### src/rtl/plane_pkg.sv
package plane_pkg;
   localparam int CFG_IDX_W = 4;

   localparam logic [CFG_IDX_W-1:0] IDX_SR_VAL  = 4'd0;
   localparam logic [CFG_IDX_W-1:0] IDX_SR_EN   = 4'd1;
   localparam logic [CFG_IDX_W-1:0] IDX_CMP     = 4'd2;
   localparam logic [CFG_IDX_W-1:0] IDX_ROT_OP  = 4'd3;
   localparam logic [CFG_IDX_W-1:0] IDX_RD_SEL  = 4'd4;
   localparam logic [CFG_IDX_W-1:0] IDX_MODE    = 4'd5;
   localparam logic [CFG_IDX_W-1:0] IDX_CARE    = 4'd6;
   localparam logic [CFG_IDX_W-1:0] IDX_BITMASK = 4'd7;
   localparam logic [CFG_IDX_W-1:0] IDX_PLANE_EN = 4'd8;

   typedef enum logic [1:0] {
      WM_DIRECT = 2'd0,
      WM_LATCH  = 2'd1,
      WM_COLOR  = 2'd2,
      WM_FILL   = 2'd3
   } wmode_e;

   typedef enum logic [1:0] {
      LOP_PASS = 2'd0,
      LOP_AND  = 2'd1,
      LOP_OR   = 2'd2,
      LOP_XOR  = 2'd3
   } lop_e;
endpackage

### src/rtl/plane_cfg_regs.sv
module plane_cfg_regs
   import plane_pkg::*;
#(
   parameter int PLANES = 4,
   parameter int PIX_W  = 8,
   localparam int RW = $clog2(PIX_W),
   localparam int SW = (PLANES > 1) ? $clog2(PLANES) : 1
) (
   input  logic                 clk,
   input  logic                 rst_n,
   input  logic                 cfg_we,
   input  logic [CFG_IDX_W-1:0] cfg_idx,
   input  logic [PIX_W-1:0]     cfg_wdata,
   output logic [PLANES-1:0]    sr_val,
   output logic [PLANES-1:0]    sr_en,
   output logic [PLANES-1:0]    cmp_val,
   output logic [PLANES-1:0]    care,
   output logic [RW-1:0]        rot_cnt,
   output lop_e                 lop,
   output logic [SW-1:0]        rd_sel,
   output wmode_e               wmode,
   output logic                 rmode,
   output logic [PIX_W-1:0]     bit_mask,
   output logic [PLANES-1:0]    plane_en
);
   always_ff @(posedge clk or negedge rst_n) begin
      if (!rst_n) begin
         sr_val   <= '0;
         sr_en    <= '0;
         cmp_val  <= '0;
         care     <= '0;
         rot_cnt  <= '0;
         lop      <= LOP_PASS;
         rd_sel   <= '0;
         wmode    <= WM_DIRECT;
         rmode    <= 1'b0;
         bit_mask <= '1;
         plane_en <= '1;
      end else if (cfg_we) begin
         case (cfg_idx)
            IDX_SR_VAL:   sr_val   <= cfg_wdata[PLANES-1:0];
            IDX_SR_EN:    sr_en    <= cfg_wdata[PLANES-1:0];
            IDX_CMP:      cmp_val  <= cfg_wdata[PLANES-1:0];
            IDX_CARE:     care     <= cfg_wdata[PLANES-1:0];
            IDX_ROT_OP: begin
               rot_cnt <= cfg_wdata[RW-1:0];
               lop     <= lop_e'(cfg_wdata[RW+1:RW]);
            end
            IDX_RD_SEL:   rd_sel   <= cfg_wdata[SW-1:0];
            IDX_MODE: begin
               wmode <= wmode_e'(cfg_wdata[1:0]);
               rmode <= cfg_wdata[3];
            end
            IDX_BITMASK:  bit_mask <= cfg_wdata;
            IDX_PLANE_EN: plane_en <= cfg_wdata[PLANES-1:0];
            default: ;
         endcase
      end
   end


   mode_load_chk: assert property (@(posedge clk) disable iff (!rst_n)
      (cfg_we && cfg_idx == IDX_MODE) |=> (wmode == wmode_e'($past(cfg_wdata[1:0]))));
endmodule

### src/rtl/plane_write_unit.sv
module plane_write_unit
   import plane_pkg::*;
#(
   parameter int PLANES = 4,
   parameter int PIX_W  = 8,
   localparam int RW = $clog2(PIX_W),
   localparam int WW = PLANES * PIX_W
) (
   input  logic [PIX_W-1:0]  cpu_wdata,
   input  logic [WW-1:0]     latch,
   input  wmode_e            wmode,
   input  lop_e              lop,
   input  logic [RW-1:0]     rot_cnt,
   input  logic [PLANES-1:0] sr_val,
   input  logic [PLANES-1:0] sr_en,
   input  logic [PIX_W-1:0]  bit_mask,
   output logic [WW-1:0]     wdata
);
   logic [2*PIX_W-1:0] dbl;
   logic [PIX_W-1:0]   rot;
   logic [PIX_W-1:0]   eff_mask;

   assign dbl      = {cpu_wdata, cpu_wdata} >> rot_cnt;
   assign rot      = dbl[PIX_W-1:0];
   assign eff_mask = (wmode == WM_FILL) ? (rot & bit_mask) : bit_mask;

   for (genvar p = 0; p < PLANES; p++) begin : g_plane
      logic [PIX_W-1:0] lp, src, alu;
      assign lp = latch[p*PIX_W +: PIX_W];

      always_comb begin
         case (wmode)
            WM_COLOR: src = {PIX_W{cpu_wdata[p]}};
            WM_FILL:  src = {PIX_W{sr_val[p]}};
            default:  src = sr_en[p] ? {PIX_W{sr_val[p]}} : rot;
         endcase
         case (lop)
            LOP_AND: alu = src & lp;
            LOP_OR:  alu = src | lp;
            LOP_XOR: alu = src ^ lp;
            default: alu = src;
         endcase
      end

      assign wdata[p*PIX_W +: PIX_W] = (wmode == WM_LATCH) ? lp
                                     : ((alu & eff_mask) | (lp & ~eff_mask));
   end
endmodule

### src/rtl/plane_read_unit.sv
module plane_read_unit #(
   parameter int PLANES = 4,
   parameter int PIX_W  = 8,
   localparam int SW = (PLANES > 1) ? $clog2(PLANES) : 1,
   localparam int WW = PLANES * PIX_W
) (
   input  logic [WW-1:0]     word,
   input  logic              rmode,
   input  logic [SW-1:0]     rd_sel,
   input  logic [PLANES-1:0] cmp_val,
   input  logic [PLANES-1:0] care,
   output logic [PIX_W-1:0]  rdata
);
   logic [WW-1:0]    shifted;
   logic [PIX_W-1:0] match;

   assign shifted = word >> (int'(rd_sel) * PIX_W);

   for (genvar i = 0; i < PIX_W; i++) begin : g_pix
      logic [PLANES-1:0] colour;
      for (genvar p = 0; p < PLANES; p++) begin : g_col
         assign colour[p] = word[p*PIX_W + i];
      end
      assign match[i] = (((colour ^ cmp_val) & care) == '0);
   end

   assign rdata = rmode ? match : shifted[PIX_W-1:0];
endmodule

### src/rtl/plane_rw_path.sv
module plane_rw_path
   import plane_pkg::*;
#(
   parameter int PLANES = 4,
   parameter int PIX_W  = 8,
   parameter int ADDR_W = 16,
   localparam int RW = $clog2(PIX_W),
   localparam int SW = (PLANES > 1) ? $clog2(PLANES) : 1,
   localparam int WW = PLANES * PIX_W
) (
   input  logic                 clk,
   input  logic                 rst_n,
   input  logic                 cfg_we,
   input  logic [CFG_IDX_W-1:0] cfg_idx,
   input  logic [PIX_W-1:0]     cfg_wdata,
   input  logic                 cpu_req,
   input  logic                 cpu_we,
   input  logic [ADDR_W-1:0]    cpu_addr,
   input  logic [PIX_W-1:0]     cpu_wdata,
   output logic [PIX_W-1:0]     cpu_rdata,
   output logic                 cpu_rvalid,
   output logic [ADDR_W-1:0]    mem_addr,
   output logic                 mem_rd,
   output logic                 mem_wr,
   output logic [PLANES-1:0]    mem_wen,
   output logic [WW-1:0]        mem_wdata,
   input  logic [WW-1:0]        mem_rdata
);
   if (PLANES < 1 || PLANES > PIX_W) begin : g_bad_planes
      $error("PLANES must lie between 1 and PIX_W");
   end
   if (PIX_W < 4 || (1 << RW) != PIX_W) begin : g_bad_pix
      $error("PIX_W must be a power of two of at least 4");
   end
   if (ADDR_W < 1) begin : g_bad_addr
      $error("ADDR_W must be positive");
   end

   logic [PLANES-1:0] sr_val, sr_en, cmp_val, care, plane_en;
   logic [RW-1:0]     rot_cnt;
   lop_e              lop;
   logic [SW-1:0]     rd_sel;
   wmode_e            wmode;
   logic              rmode;
   logic [PIX_W-1:0]  bit_mask;
   logic              rd_pend;
   logic [WW-1:0]     latch_q, latch_eff;
   logic [PIX_W-1:0]  rd_byte;

   plane_cfg_regs #(.PLANES(PLANES), .PIX_W(PIX_W)) i_regs (
      .clk(clk), .rst_n(rst_n), .cfg_we(cfg_we), .cfg_idx(cfg_idx), .cfg_wdata(cfg_wdata),
      .sr_val(sr_val), .sr_en(sr_en), .cmp_val(cmp_val), .care(care), .rot_cnt(rot_cnt),
      .lop(lop), .rd_sel(rd_sel), .wmode(wmode), .rmode(rmode), .bit_mask(bit_mask),
      .plane_en(plane_en)
   );

   always_ff @(posedge clk or negedge rst_n) begin
      if (!rst_n) begin
         rd_pend <= 1'b0;
         latch_q <= '0;
      end else begin
         rd_pend <= cpu_req && !cpu_we;
         if (rd_pend) latch_q <= mem_rdata;
      end
   end

   assign latch_eff = rd_pend ? mem_rdata : latch_q;

   plane_write_unit #(.PLANES(PLANES), .PIX_W(PIX_W)) i_wr (
      .cpu_wdata(cpu_wdata), .latch(latch_eff), .wmode(wmode), .lop(lop), .rot_cnt(rot_cnt),
      .sr_val(sr_val), .sr_en(sr_en), .bit_mask(bit_mask), .wdata(mem_wdata)
   );

   plane_read_unit #(.PLANES(PLANES), .PIX_W(PIX_W)) i_rd (
      .word(mem_rdata), .rmode(rmode), .rd_sel(rd_sel), .cmp_val(cmp_val), .care(care),
      .rdata(rd_byte)
   );

   assign mem_addr   = cpu_addr;
   assign mem_rd     = cpu_req && !cpu_we;
   assign mem_wr     = cpu_req && cpu_we;
   assign mem_wen    = mem_wr ? plane_en : '0;
   assign cpu_rvalid = rd_pend;
   assign cpu_rdata  = rd_pend ? rd_byte : '0;


   read_resp_chk: assert property (@(posedge clk) disable iff (!rst_n)
      (cpu_req && !cpu_we) |=> cpu_rvalid);


   latch_load_chk: assert property (@(posedge clk) disable iff (!rst_n)
      cpu_rvalid |=> (latch_q == $past(mem_rdata)));


   latch_hold_chk: assert property (@(posedge clk) disable iff (!rst_n)
      !cpu_rvalid |=> $stable(latch_q));


   copy_mode_chk: assert property (@(posedge clk) disable iff (!rst_n)
      (mem_wr && wmode == WM_LATCH) |-> (mem_wdata == latch_eff));


   mask_keep_chk: assert property (@(posedge clk) disable iff (!rst_n)
      (mem_wr && (wmode == WM_DIRECT || wmode == WM_COLOR))
         |-> (((mem_wdata ^ latch_eff) & ~{PLANES{bit_mask}}) == '0));
endmodule

### config.mk
export PLATFORM = sky130hd
export DESIGN_NAME = plane_rw_path
export DESIGN_NICKNAME = d
export VERILOG_FILES = /design/src/rtl/plane_pkg.sv /design/src/rtl/plane_cfg_regs.sv /design/src/rtl/plane_write_unit.sv /design/src/rtl/plane_read_unit.sv /design/src/rtl/plane_rw_path.sv
export SDC_FILE = /design/constraint.sdc
export NUM_CORES = 1
export LEC_CHECK = 0
export BUFFER_PORTS_ARGS = -buffer_cell sky130_fd_sc_hd__buf_2
export CAP_MARGIN = 20
export CORE_AREA = 3 3 108 131
export CTS_CLUSTER_DIAMETER = 50
export DETAILED_ROUTE_END_ITERATION = 10
export DIE_AREA = 0 0 111 134
export PLACE_DENSITY = 0.86
export REMOVE_ABC_BUFFERS = 1
export SLEW_MARGIN = 10
export SYNTH_ARGS = -nofsm -noshare
export SYNTH_HDL_FRONTEND = slang
export SYNTH_HIERARCHICAL = 1
export SYNTH_SLANG_ARGS = --single-unit
### constraint.sdc
create_clock -name clk -period 3.25 [get_ports clk]
set_clock_uncertainty 0.05 [all_clocks]
set_input_delay 0 -clock clk [delete_from_list [all_inputs] [get_ports clk]]
set_output_delay 0 -clock clk [all_outputs]
set_load 0.005 [all_outputs]
### After elaboration in Yosys (flattened, before gate mapping)

Index checks and enable logic that the tools add are counted.

* equal/unequal tests: 14
* bitwise logic cells: 42
* shift-type cells: 2
* mux-type cells: 21
* reduce and logical (&&, ||, !) cells: 21

Operators by type and width (number)
* 8-bit AND: 13
* 8-bit one-hot mux with 3 select lines: 4
* 8-bit two-way mux: 11
* 8-bit bitwise OR: 8
* 8-bit one-hot mux with 2 select lines: 4
* 4-bit zero test: 9
* 4-bit AND: 8
* 32-bit two-way mux: 1
* 32-bit by 5-bit right shift with 8-bit output: 1
* 4-bit bitwise XOR: 8
* 8-bit bitwise XOR: 4
* 2-bit AND reduction: 9
* 4-bit by 3-bit equality test with 1-bit output (second input constant): 4
* 16-bit by 3-bit right shift with 8-bit output: 1
* 2-bit equality test (second input constant): 4
* 4-bit by 2-bit equality test with 1-bit output (second input constant): 2
* 8-bit NOT: 1
* 2-bit by 1-bit equality test with 1-bit output (second input constant): 2
* 4-bit by 1-bit equality test with 1-bit output (second input constant): 1
* 4-bit equality test (second input constant): 1
* 4-bit two-way mux: 1
* 1-bit logical AND: 2
* 1-bit zero test: 1

* logic and storage cells: 113
* output and inout bits: 63
* input port bits: 73
* register bits: 71

### Longest topological paths before layout

Gate-level depths: netlist (run 1).

* depth in word-level cells: 8
* depth in mapped cells: 10
* mapped depth without buffers: 8

### Modules after synthesis

Netlist (run 1), hierarchy kept.

By module, submodules not included
* plane_write_unit: seq. area each 0.0 sq um, instances 1, area each 3723.6 sq um, cells an instance 486
* plane_cfg_regs: seq. area each 965.9 sq um, instances 1, area each 1525.2 sq um, cells an instance 89
* plane_rw_path: seq. area each 825.8 sq um, instances 1, area each 1457.6 sq um, cells an instance 99
* plane_read_unit: seq. area each 0.0 sq um, instances 1, area each 758.2 sq um, cells an instance 84

### Worst setup path before layout (run 1)

Ideal clock, no wire load.

* path kind: register to output
* from: register i_regs.rot_cnt[1]
* to: output mem_wdata[30]
* data arrival time: 2558 ps
* path slack: 642 ps
* cell stages (with the launch flop): 11
* cell sequence: dfrtp_1 -> buf_6 -> buf_12 -> mux2_2 -> mux4_2 -> o21ai_0 -> and2_1 -> ha_1 -> mux2i_1 -> a22o_1 -> o41ai_1

* longest elaborated chain between the ends: 8
* elaborated cells between the ends (all ways): 14

Ends and longest elaborated chain
* start: declaration: RTL line plane_cfg_regs.sv:18 `output logic [RW-1:0] rot_cnt,`
* start signal: assignment: RTL line plane_cfg_regs.sv:46 `rot_cnt <= cfg_wdata[RW-1:0];`
* 16-bit by 3-bit right shift with 8-bit output (*): RTL line plane_write_unit.sv:23 `assign dbl = {cpu_wdata, cpu_wdata} >> rot_cnt;`
* 8-bit two-way mux: RTL line plane_write_unit.sv:35 `default: src = sr_en[p] ? {PIX_W{sr_val[p]}} : rot;`
* 8-bit one-hot mux with 2 select lines: RTL line plane_write_unit.sv:32 `case (wmode)`
* 8-bit bitwise XOR, or another cell as far along: RTL line plane_write_unit.sv:40 `LOP_XOR: alu = src ^ lp;`
* 8-bit one-hot mux with 3 select lines: RTL line plane_write_unit.sv:37 `case (lop)`
* 8-bit AND: RTL line plane_write_unit.sv:46 `: ((alu & eff_mask) | (lp & ~eff_mask));`
* 8-bit bitwise OR (*): RTL line plane_write_unit.sv:46
* 8-bit two-way mux (*): RTL line plane_write_unit.sv:45 `assign wdata[p*PIX_W +: PIX_W] = (wmode == WM_LATCH) ? lp`
* end: declaration: RTL line plane_rw_path.sv:26 `output logic [WW-1:0] mem_wdata,`

Every way passes the cells marked *; elsewhere a longest branch is shown, timed or not.

### Worst setup path in the final report (run 1)

* from: register i_regs.rot_cnt[1]
* to: output mem_wdata[16]

The elaborated chain is that of the path after synthesis.

==> results of run 1 <==
## where the power goes
group,switching [uW],internal (uW)
sequential,297,1080
combinational,2010,1620
clock,427,523
total,2730,3220
## layer usage
layer / vias to the layer above / routed length (um) / share of wire [%] / track usage (%)
li1: 3128 / - / - / -
met1: 3621 / 9670 / 36 / 41.5
met2: 583 / 12400 / 47 / 54.0
met3: 168 / 2780 / 10 / 6.77
met4: 0 / 1720 / 6.5 / 18.5
met5: - / 0 / 0 / 0
## Yosys cell counts, types with 4 or more instances
cell      instances
xor2_1           32
o41ai_1          32
o211ai_1         23
o21a_1           20
nor2_1           23
a31o_1            8
ha_1             64
and2_1           30
o22ai_1           6
dfrtp_1          59
buf_4            16
mux2i_1          44
clkbuf_1         22
nand2_1          31
buf_2            11
a22o_1           32
o311ai_0         12
mux4_2           18
nor2b_1           4
and3_1            8
buf_1             7
o21ai_0          35
and2_2            8
a22oi_1          22
nand2b_1         15
inv_1            37
mux2_2           76
dfstp_2          12
a21oi_1          25
## how the worst min path moves through the flow
| stage | cells past startpoint | start | end |
|---|---|---|---|
| final | 2 | cfg_wdata[3] | i_regs/lop[0] |
| after detailed placement | 0 | cpu_addr[0] | mem_addr[0] |
| after global placement | 0 | cpu_addr[0] | mem_addr[0] |
| after CTS | 2 | cfg_wdata[3] | i_regs/lop[0] |
| after floorplan | 0 | rst_n | cpu_rvalid |
| after global routing | 2 | cfg_wdata[3] | i_regs/lop[0] |
## cells by family after synthesis
kind of cell / share of synthesized area [%]
multiplexers: 23.2
buffers and inverters: 6.91
AO/OA/AOI/OAI: 21.4
adder cells (fa/ha/maj): 10.7
AND/OR/NAND/NOR: 9.97
XOR/XNOR: 3.75
flip-flops: 24.0
## layout make-up
cell class | instances | area share, %
sequential | 71 | 19.5
inverter | 38 | 1.55
clock buffer | 9 | 2.44
timing repair buffer | 196 | 14.7
tap | 168 | 2.28
multi-input combinational | 586 | 59.0
clock inverter | 7 | 0.584
## through the flow
stage	instance area (sq um)	util (%)
after CTS	8930	68.3
after global placement	8040	61.5
after detailed placement	8040	61.5
final	9210	70.5
after floorplan	7090	-
after global routing	9210	70.5
## cells in the final DEF (no fill, tap or decap), drive strengths merged, types with 23 or more instances in the layout
master	Yosys	final
dfrtp	59	59
ha	64	64
mux2i	44	44
and2	38	38
mux2	78	78
nand2	31	31
o41ai	32	32
a22o	32	32
inv	37	40
o21ai	36	36
nor2	24	24
buf	37	143
a21oi	25	25
dlygate4sd3	0	53
o211ai	23	23
xor2	32	32
## state kept, by name, summed over array words and instances, names as in the netlist
register         count
cpu_rvalid           1
i_regs/bit_mask      8
i_regs/care          4
i_regs/cmp_val       4
i_regs/lop           2
i_regs/plane_en      4
i_regs/rd_sel        2
i_regs/rmode         1
i_regs/rot_cnt       3
i_regs/sr_en         4
i_regs/sr_val        4
i_regs/wmode         2
latch_q             32
## timing repair
action	CTS	global route
hold endpoints to repair	72	0
pin swaps	0	10
buffers inserted	5	6
hold buffers	53	0
setup endpoints to repair	24	32
resized for setup	9	57
==> reports/metrics.csv, run 1 <==
metric,value,unit
cts_tree,done,
timing.rr.start,cpu_rvalid,
drtPass1Iterations,6,
drt_iter0_markers,1005,
rsz0062_at_grt,yes,
dp_slack,114,ps
violations,negative setup slack,
power.total,5950,uW
hold_path_class,input pin to register,
setup_violations,4,
peakVddDrop,315,uV
status,finished with violations,
period_minus_slack,3370,ps
yosys.area.top_type,dfrtp_1,
cp-end-kind,output port,
synth_top_area_share,19.8,%
ys.flop_type,dfrtp_1,
grt_pass1_vias,7132,
cts_num_sinks,71,
required,3200,ps
seq_area,1800,sq um
vias,7500,
max_freq,297,MHz
setup_slack,-121,ps
r2r_slack,1720,ps
slowest_delay,610,ps
antenna_cells,0,
start_util,57.1,%
ys_async_sr_fraction,100,%
drv_slew,0,
synth_cell_types,47,
path_max_fanout,8,
timing_hold_violations_final,0,
cts-buffers-inserted,9,
drtAntennaViolNets,0,
hold_ws,25.4,ps
crit_type,register to output port,
yosys_warnings,6,
fin_nets,1039,
synth_edf_count,0,
critPathLaunchType,register,
wl,26.6,mm
maxSlewHeadroom,41.5,%
wl_per_cell,24.7,um
grt_max_degree,41,
core_area,13100,sq um
io_buffers,103,
htreeDepth,3,
multi_input_area,5430,sq um
ctsRootBufferMaster,clkbuf_16,
tns,-220,ps
drc,0,
postSynthCellCount,758,
startpoint,i_regs/rot_cnt[1],
rows,46,
finalCritPeriodShare,104,%
path_clk_slew,70,ps
dp.cells,995,
areaGrowthSynthToFinish,23.4,%
maxCapViolations,0,
num_io_pins,136,
crit_chain,buf_4 > mux2_2 > mux4_2 > o21ai_1 > and2_1 > ha_1 > mux2i_1 > a22o_1 > o41ai_2 > buf_2,
die_y,134,um
dp_hpwl,17.4,mm
worstPathArrival,3320,ps
worstRegToRegCells,2,
p_leak,0.00423,uW
die_area,14900,sq um
insertion_delay,350,ps
grt_pass1_wl,39.0,mm
antenna_found_initial,0,
finalNonFillerCells,1075,
avgViaCountPerCell,6.98,
cp-endpoint,mem_wdata[16],
p_per_area,646,nW/um^2
synth.yosys.seq_area_share,24.0,%
place_congestion,0.972,
synth.cell_area,7460,sq um
syn_avg_cell_area,9.85,sq um
grtUsageTotal,33.3,%
ys_top_cells_by_area,"dfrtp_1 20%, mux2_2 11%, ha_1 11%",
critPathTopFamily,multiplexers,
die_w,111,um
tightest_slew,877,ps
overflow,0,
drive_gt1_share,35.9,%
crit_cells,10,
worst-path-buf-inv,2,
synth-seq-cells,71,
fillCellCount,871,
slowest_stage,mux4_2,
r2r-end,latch_q[12],
cts_max_path_buffers,2,
Note: power is estimated with default switching activity, not from simulation.
==> run 2, diff against run 1 <==
SETUP_SLACK_MARGIN = 0.2   (was unset)
==> run 2 against run 1 <==
Worst hold slack better by 18 ps. Largest power group unchanged. The flow still finishes with violations (negative setup slack). Clock-buffer cell count stayed put. Maximum frequency shrank 2.8%. Clock power is essentially flat. Non-clock buffer count rose by 18. Total power up 7.9%. Utilization rose by 3.3 points. Combinational power increased by 12%. First-iteration DRC count rose by 29%. Via count grew 4.7%. Setup slack lost 96 ps.
==> reports/metrics.csv, run 2 (synthesis gave the netlist of run 1 again) <==
metric,value,unit,change
status,finished with violations,,
violations,negative setup slack,,
io_buffers,103,,unchanged
dp_hpwl,17.4,mm,unchanged
critPathTopFamily,multiplexers,,
antenna_found_initial,0,,unchanged
place_congestion,0.972,,unchanged
gr-max-usage-layer,met2,,
ctsRootBufferMaster,clkbuf_16,,
setup_violations,6,,+2
hold_ws,43.6,ps,+18.2 ps
slowest_delay,600,ps,about the same
finalCritPeriodShare,107,%,+3.0 points
die_area,14900,sq um,unchanged
drc,0,,unchanged
cts_num_sinks,71,,unchanged
drv_slew,0,,unchanged
drt_iter0_markers,1296,,+29%
final_common_cell,buf_2,,
fin_util,73.8,%,+3.3 points
core_area,13100,sq um,unchanged
vias,7850,,+4.7%
num_io_pins,136,,unchanged
wl,29.2,mm,+9.9%
cts_tree,done,,
path_clk_slew,70,ps,about the same
start_util,57.1,%,unchanged
use_met3,7.04,%,+0.27 points
p_per_area,666,nW/um^2,+3.0%
critPathLaunchType,register,,
rows,46,,unchanged
fin_nets,1057,,+1.7%
setup_slack,-218,ps,-96.3 ps
overflow,0,,unchanged
slowest_stage,mux4_2,,
tightest_slew,879,ps,+2.63 ps
peakVddDrop,362,uV,+15%
grt_use_met1,42.8,%,+1.3 points
wl_per_cell,26.7,um,+8.1%
grt_pass1_wl,41.2,mm,+5.4%
grt_max_degree,41,,unchanged
htreeDepth,3,,unchanged
worst-path-buf-inv,2,,unchanged
die_w,111,um,unchanged
cts-buffers-inserted,9,,unchanged
largest_reg_flops,32,,unchanged
required,3200,ps,about the same
worstPathArrival,3420,ps,+100 ps
startpoint,i_regs/rot_cnt[1],,
grtUsageTotal,35.1,%,+1.8 points
regMostFlops,latch_q,,
period_minus_slack,3470,ps,+96.3 ps
gr-usage-met2,56.3,%,+2.3 points
antenna_cells,0,,unchanged
die_y,134,um,unchanged
avgViaCountPerCell,7.18,,+2.9%
insertion_delay,340,ps,about the same
p_leak,0.00440,uW,+4.1%
rsz0062_at_grt,yes,,
crit_chain,buf_4 > mux2_4 > mux4_2 > o21ai_0 > and2_1 > ha_1 > mux2i_1 > a22o_1 > o41ai_2 > buf_2,,
areaGrowthSynthToFinish,29.2,%,
biggestRegsByFlops,"latch_q x32, i_regs/bit_mask x8",,
crit_type,register to output port,,
grt_pass1_vias,7508,,+5.3%
max_freq,288,MHz,-2.8%
path_max_fanout,8,,unchanged
cts_max_path_buffers,2,,unchanged
drive_gt1_share,41.0,%,+5.0 points
hold_path_class,input pin to register,,
worstHoldStart,cfg_wdata[3],,
cp-end-kind,output port,,
maxSlewHeadroom,41.4,%,-0.18 points
drtPass1Iterations,7,,+1
drtAntennaViolNets,0,,unchanged
maxCapViolations,0,,unchanged
timing.rr.start,cpu_rvalid,,
r2r_slack,1720,ps,about the same
timing_hold_violations_final,0,,unchanged
final_cell_mix,"102 x buf_2, 69 x mux2_2, 59 x ha_1",,
run 2: worst reg2reg max path, delay by kind of cell (launching register included):
kind                   cells  cell delay, ps
flip-flops                 1             370
multiplexers               1             530
buffers and inverters      1             420
run 2: final cells by class:
type                    instances  area [sq um]
fillers                       755          3420
well taps                     168           210
multi-input cells             586          5690
flip-flops and latches         71          1800
clock inverters                 7          53.8
inverters                      38           143
clock buffers                   9           225
repair buffers                214          1530
run 2: path summary, 6_finish.rpt:
check	depth (start not counted)	to
max in group asynchronous	3	latch_q[29]
min	2	i_regs/rmode
max	10	mem_wdata[27]
min in group asynchronous	2	cpu_rvalid
min reg2reg	1	latch_q[30]
max reg2reg	2	latch_q[28]
run 2: repair_timing:
item | 4_1_cts | 5_1_grt
setup buffers | 20 | 9
endpoints found under the hold margin | 72 | 0
resized for setup | 92 | 34
pin swaps | 48 | 24
hold buffers | 53 | 0
endpoints found under the setup margin | 32 | 32
run 2: report_power, final:
group / internal (uW) / switching [uW] / total (uW)
Combinational: 1830 / 2250 / 4080
Clock: 524 / 427 / 951
Sequential: 1080 / 315 / 1390
run 2: routing by layer:
metal | vias up | share of wire (%)
li1 | 3163 | -
met1 | 3693 | 34
met2 | 738 | 45
met3 | 256 | 13
met4 | 0 | 8.7
met5 | - | 0
run 2: metrics by stage:
step	setup WS [ps]	area, sq um	std cells	total power (uW)	TNS, ps
4_1_cts	158	9400	1084	5900	0
3_5_place_dp	114	8040	995	4450	0
6_report	-218	9650	1093	6420	-483
3_3_place_gp	204	8040	995	4320	0
5_1_grt	-234	9650	1093	6680	-703
2_1_floorplan	346	7090	695	3350	0
